### src/rtl/crng_pkg.sv
package crng_pkg;
  typedef logic [31:0]  word_t;
  typedef logic [63:0]  key_t;
  typedef logic [127:0] ctr_t;

  localparam word_t MUL_LANE0  = 32'hD2511F53;
  localparam word_t MUL_LANE2  = 32'hCD9E8D57;
  localparam word_t KEY_STEP_0 = 32'h9E3779B9;
  localparam word_t KEY_STEP_1 = 32'hBB67AE85;

  // one mixing round on a 4-word block
  function automatic ctr_t mix_round(ctr_t c, key_t k);
    logic [63:0] pa, pb;
    ctr_t r;
    pa = 64'(c[31:0])  * 64'(MUL_LANE0);
    pb = 64'(c[95:64]) * 64'(MUL_LANE2);
    r[31:0]   = pb[63:32] ^ c[63:32]   ^ k[31:0];
    r[63:32]  = pb[31:0];
    r[95:64]  = pa[63:32] ^ c[127:96]  ^ k[63:32];
    r[127:96] = pa[31:0];
    return r;
  endfunction

  function automatic key_t key_bump(key_t k);
    return {k[63:32] + KEY_STEP_1, k[31:0] + KEY_STEP_0};
  endfunction
endpackage

### src/rtl/crng_ctr_step.sv
module crng_ctr_step
  import crng_pkg::*;
#(
  parameter int HALF_W = 64
) (
  input  logic [2*HALF_W-1:0] ctr_cur,
  input  logic [HALF_W-1:0]   skip_amt,
  input  logic                use_skip,
  output logic [2*HALF_W-1:0] ctr_next
);
  localparam int FULL_W = 2 * HALF_W;

  logic [HALF_W-1:0] addend;
  logic [HALF_W:0]   low_sum;
  logic [HALF_W-1:0] high_sum;

  // one adder serves both the +1 step and the skip
  always_comb begin
    addend   = use_skip ? skip_amt : HALF_W'(1);
    low_sum  = {1'b0, ctr_cur[HALF_W-1:0]} + {1'b0, addend};
    high_sum = ctr_cur[FULL_W-1:HALF_W] + HALF_W'(low_sum[HALF_W]);
    ctr_next = {high_sum, low_sum[HALF_W-1:0]};
  end
endmodule

### src/rtl/crng_bijection.sv
module crng_bijection
  import crng_pkg::*;
#(
  parameter int ROUNDS = 10
) (
  input  logic clk,
  input  logic rst_n,
  input  logic start,
  input  logic abort,
  input  ctr_t ctr_in,
  input  key_t key_in,
  output logic busy,
  output logic done,
  output ctr_t blk_out
);
  localparam int CW = (ROUNDS > 1) ? $clog2(ROUNDS) : 1;
  localparam logic [CW-1:0] LAST = CW'(ROUNDS - 1);

  ctr_t          st_q;
  key_t          key_q;
  logic [CW-1:0] rnd_q;
  logic          busy_q;
  ctr_t          mixed;

  assign mixed   = mix_round(st_q, key_q);
  assign busy    = busy_q;
  assign done    = busy_q && (rnd_q == LAST);
  assign blk_out = mixed;

  always_ff @(posedge clk or negedge rst_n) begin
    if (!rst_n) begin
      st_q   <= '0;
      key_q  <= '0;
      rnd_q  <= '0;
      busy_q <= 1'b0;
    end else if (abort) begin
      busy_q <= 1'b0;
    end else if (start) begin
      st_q   <= ctr_in;
      key_q  <= key_in;
      rnd_q  <= '0;
      busy_q <= 1'b1;
    end else if (busy_q) begin
      st_q  <= mixed;
      key_q <= key_bump(key_q);
      rnd_q <= rnd_q + 1'b1;
      if (done) busy_q <= 1'b0;
    end
  end
endmodule

### src/rtl/crng_stream.sv
module crng_stream
  import crng_pkg::*;
#(
  parameter int          ROUNDS         = 10,
  parameter logic [63:0] DEFAULT_SEED   = 64'd67280421310721,
  parameter logic [63:0] DEFAULT_SUBSEQ = 64'd0
) (
  input  logic        clk,
  input  logic        rst_n,
  input  logic        seed_load,
  input  logic [63:0] seed_val,
  input  logic [63:0] subseq_val,
  input  logic        skip_en,
  input  logic [63:0] skip_count,
  output logic        out_valid,
  input  logic        out_ready,
  output logic [31:0] out_word
);
  localparam int LANES = 4;
  localparam int IW    = $clog2(LANES);

  key_t          key_q;
  ctr_t          ctr_q;
  ctr_t          ctr_nxt;
  logic [IW-1:0] idx_q;
  logic          have_buf_q;
  logic          fill_pend_q;
  word_t         wbuf_q [LANES];
  word_t         blk_w  [LANES];
  ctr_t          blk;
  logic          core_busy, core_done;
  logic          skip_take, fill_start, take;

  assign skip_take  = skip_en && !fill_pend_q && !seed_load;
  assign fill_start = out_ready && !have_buf_q && !fill_pend_q && !seed_load && !skip_take;
  assign out_valid  = have_buf_q;
  assign out_word   = wbuf_q[idx_q];
  assign take       = have_buf_q && out_ready && !seed_load;

  crng_ctr_step #(.HALF_W(64)) u_step (
    .ctr_cur  (ctr_q),
    .skip_amt (skip_count),
    .use_skip (skip_take),
    .ctr_next (ctr_nxt)
  );

  crng_bijection #(.ROUNDS(ROUNDS)) u_core (
    .clk     (clk),
    .rst_n   (rst_n),
    .start   (fill_start),
    .abort   (seed_load),
    .ctr_in  (ctr_q),
    .key_in  (key_q),
    .busy    (core_busy),
    .done    (core_done),
    .blk_out (blk)
  );

  for (genvar g = 0; g < LANES; g++) begin : g_lane
    assign blk_w[g] = blk[32*g +: 32];
  end

  always_ff @(posedge clk or negedge rst_n) begin
    if (!rst_n) begin
      key_q       <= DEFAULT_SEED;
      ctr_q       <= {DEFAULT_SUBSEQ, 64'd0};
      idx_q       <= '0;
      have_buf_q  <= 1'b0;
      fill_pend_q <= 1'b0;
      for (int i = 0; i < LANES; i++) wbuf_q[i] <= '0;
    end else if (seed_load) begin
      key_q       <= seed_val;
      ctr_q       <= {subseq_val, 64'd0};
      idx_q       <= '0;
      have_buf_q  <= 1'b0;
      fill_pend_q <= 1'b0;
    end else begin
      if (skip_take || fill_start) ctr_q <= ctr_nxt;
      if (fill_start) fill_pend_q <= 1'b1;
      if (core_done && fill_pend_q) begin
        fill_pend_q <= 1'b0;
        have_buf_q  <= 1'b1;
        for (int i = 0; i < LANES; i++) wbuf_q[i] <= blk_w[i];
      end
      if (take) begin
        idx_q <= idx_q + 1'b1;
        if (idx_q == IW'(LANES - 1)) have_buf_q <= 1'b0;
      end
    end
  end

  logic unused_busy;
  assign unused_busy = core_busy;
endmodule

### config.mk
export PLATFORM = sky130hd
export DESIGN_NAME = crng_stream
export DESIGN_NICKNAME = d
export VERILOG_FILES = /design/src/rtl/crng_pkg.sv /design/src/rtl/crng_ctr_step.sv /design/src/rtl/crng_bijection.sv /design/src/rtl/crng_stream.sv
export SDC_FILE = /design/constraint.sdc
export NUM_CORES = 2
export LEC_CHECK = 0
export BUFFER_PORTS_ARGS = -buffer_cell sky130_fd_sc_hd__clkbuf_2
export CAP_MARGIN = 10
export CORE_MARGIN = 4
export CORE_UTILIZATION = 45
export DETAILED_ROUTE_END_ITERATION = 12
export PLACE_DENSITY = 0.62
export SKIP_LAST_GASP = 1
export SLEW_MARGIN = 20
export SYNTH_ARGS = -nofsm -noshare
export SYNTH_HDL_FRONTEND = slang
export SYNTH_HIERARCHICAL = 1
export SYNTH_SLANG_ARGS = --single-unit
### constraint.sdc
create_clock -name clk -period 8.6 [get_ports clk]
set_input_delay 0.86 -clock clk [delete_from_list [all_inputs] [get_ports clk]]
set_output_delay 0.86 -clock clk [all_outputs]
set_load 0.02 [all_outputs]
==> qor.csv <==
stage,metric,value,unit
grt,gr-usage-all-layers,29.0,%
timing,worst_clock_skew,0.0470,ns
placed_design,port_buffers,229,
cells_and_area,final_nets,8999,
clock_network,cts_resized,4,
logic_synthesis,post-synth-top-area-cell,fa_1,
routing,wl_per_cell,25.8,um
clock_network,clk-insertion-delay-late,0.69,ns
worst_setup_path,crit_start,u_core/st_q[1],
timing,fmax,0.120,GHz
cells_and_area,mostFrequentLayoutCells,"inv_1 (1285), ha_1 (925), fa_1 (846)",
cells_and_area,layout-drive-gt1-share,14.5,%
timing,finalHoldViolations,0,
routing,antenna_left,0,
grt,grt_overflow_total,0,
worst_setup_path,crit_family,adder cells,
placed_design,gp_congestion,0.989,
logic_synthesis,synth_edf_count,0,
worst_setup_path,startpoint_type,flip-flop,
clock_network,hold_buffers,0,
clock_network,tritoncts,done,
grt,antenna_found_initial,16,
cells_and_area,final_common_cell,inv_1,
logic_synthesis,ys_seq_area_share,18.7,%
cells_and_area,final_cells,9133,
worst_setup_path,path_depth,23,
grt,grt_max_degree,174,
routing,drc,0,
worst_setup_path,reg2reg_setup_slack,0.25,ns
worst_setup_path,crit_end,u_core/st_q[72],
routing,vias_per_cell,5.62,
worst_setup_path,crit_buf_inv,5,
logic_synthesis,yosysTopAreaCellShare,24.3,%
clock_network,clk_pin_slew,0.07,ns
floorplanning,ioPinCount,230,
logic_synthesis,syn_inst,6814,
worst_hold_path,hold_path.class,in -> async,
worst_setup_path,cp_slowest_stage_delay,0.80,ns
worst_setup_path,worstPathArrival,8.80,ns
placed_design,placed_cells,9013,
floorplanning,die-area,161000,um^2
worst_setup_path,reg2reg_depth,23,
routing,drtIter0Drc,4820,
timing,slew-limit-headroom,13.7,%
floorplanning,core.rowCount,144,
timing,post-route-period-util,97.1,%
clock_network,clock_sinks,521,
worst_setup_path,end_kind,flip-flop,
floorplanning,die_w,402,um
clock_network,cts_buffer_depth,3,
placed_design,hpwlAfterDp,200000,um
logic_synthesis,yosysWarnings,6,
job,cap_violations,0,
timing,min_period,8.35,ns
floorplanning,die_h,402,um
worst_setup_path,crit_slowest_cell,o21ai_0,
timing,report.final.slew_viol_count,0,
clock_network,cts_buffers,60,
logic_synthesis,synth_area_per_cell,10.2,um^2
timing,setup_viol,0,
worst_setup_path,r2r-end,u_core/st_q[72],
logic_synthesis,syn_nets,8782,
logic_synthesis,syn-cell-area,69800,um^2
routing,first_pass_iters,8,
grt,grt_pass1_vias,52507,
worst_setup_path,cp_cell_sequence,ha_1 -> xor2_1 -> ha_1 -> or2_2 -> fa_1 -> inv_1 -> fa_1 -> fa_1 -> inv_1 -> fa_1 -> fa_1 -> inv_1 -> fa_1 -> inv_1 -> ha_1 -> nand2_1 -> or3_1 -> or3_1 -> o31ai_4 -> xnor2_1 -> buf_4 -> mux2i_1 -> o21ai_0,
floorplanning,core,154000,um^2
clock_network,postCtsSetupRepairBufs,0,
worst_setup_path,path_max_fanout,8,
cells_and_area,synthToLayoutAreaGrowth,8.68,%
grt,grt_pass1_wl,351000,um
routing,dr_total_vias,51314,
worst_setup_path,crit_type,reg -> reg,
worst_setup_path,cpMostUsedCell,fa_1,
floorplanning,initial_core_util,45.3,%
timing,rsz0062_at_grt,yes,
logic_synthesis,synth_ff_type,dfrtp_1,
clock_network,cts_root_buf,clkbuf_16,
worst_setup_path,rr_startpoint,u_core/st_q[1],
clock_network,cts_htree_levels,2,
timing,tightest_slew,1.29,ns
logic_synthesis,synth_async_sr_flop_share,100,%
logic_synthesis,ys_top_cells_by_area,"fa_1 (24%), dfrtp_1 (18%), ha_1 (17%)",
outcome,outcome,"finished, final reports clean",
logic_synthesis,synth_cell_type_count,111,
worst_setup_path,critical_path_required,9.04,ns
logic_synthesis,synth-seq-cells,521,
routing,wl,236000,um
-- worst min-delay path by stage --
stage | from | endpoint | slack (ns) | depth (start not counted)
after floorplan | key_q[46] | u_core/key_q[46] | 0.45 | 2
after global placement | u_core/st_q[62] | u_core/st_q[62] | 0.48 | 2
after detailed placement | wbuf_q[124] | wbuf_q[124] | 0.48 | 1
after CTS | rst_n | ctr_q[97] | 0.27 | 1
after global routing | rst_n | ctr_q[97] | 0.29 | 1
final | rst_n | ctr_q[97] | 0.22 | 1
-- metal layers --
layer | vias up | global-route usage [%] | share of wire, %
li1 | 22871 | - | -
met1 | 26051 | 42.7 | 45
met2 | 2017 | 43.1 | 43
met3 | 367 | 5.96 | 8.3
met4 | 8 | 8.91 | 3.8
met5 | - | 0 | 0.021
-- stage by stage --
| stage | hold WS [ns] | instance area (um^2) | util, % | TNS, ns | setup slack (ns) |
|---|---|---|---|---|---|
| floorplan | 0.446 | 69800 | - | 0 | 1.39 |
| global placement | 0.482 | 73600 | 47.8 | -0.493 | -0.318 |
| detailed placement | 0.485 | 73600 | 47.8 | -0.486 | -0.320 |
| CTS | 0.270 | 75700 | 49.2 | 0 | 0.0147 |
| global route | 0.295 | 75800 | 49.2 | -0.0756 | -0.0499 |
| finish | 0.218 | 75800 | 49.2 | 0 | 0.245 |
-- kinds of logic (layout without fill, tap and decap cells) --
| family | Yosys count | after routing | synth area share (%) |
|---|---|---|---|
| other | 0 | 7 | 0 |
| muxes | 530 | 530 | 9.51 |
| DFF | 521 | 521 | 18.7 |
| AOI/OAI and AO/OA | 1013 | 1013 | 9.58 |
| adders and majority gates | 1771 | 1771 | 40.9 |
| xor gates and xnor gates | 409 | 409 | 5.13 |
| buffers and inverters | 1520 | 1788 | 8.70 |
| and+or+nand+nor | 1050 | 1050 | 7.48 |
-- sequential cells by signal, summed over array words and instances (netlist names) --
name and cells:
ctr_q 128, fill_pend_q 1, idx_q 2, key_q 64
out_valid 1, u_core/busy 1, u_core/key_q 64, u_core/rnd_q 4
u_core/st_q 128, wbuf_q 128
-- cells in the mapped netlist, drive strengths merged, types with 17 or more instances --
library cell / n
o21ai: 264
o21bai: 43
fa: 846
o31ai: 23
a22oi: 25
a21oi: 285
nand4: 72
nor3: 44
xor2: 129
o22ai: 19
clkbuf: 154
inv: 1287
nand3: 91
a211oi: 17
dfstp: 21
a21o: 137
buf: 79
mux2i: 113
dfrtp: 500
mux4: 32
and3: 48
nor2: 182
o211ai: 18
xnor2: 280
nor2b: 84
mux2: 385
and2: 89
ha: 925
a221o: 25
nand2b: 22
a31oi: 41
a311oi: 18
nand2: 353
-- final cells by class --
type / instances / area [um^2]
Sequential cell: 521 / 13100
Tap cell: 2044 / 2560
Clock inverter: 25 / 434
Fill cell: 14358 / 78200
Antenna cell: 7 / 17.5
Inverter: 1287 / 4840
Clock buffer: 88 / 1730
Multi-Input combinational cell: 4773 / 50700
Timing Repair Buffer: 388 / 2450
Power is left out: the tool's default activity adds up to more than one toggle a clock period on the data nets, which glitch-free logic cannot reach.
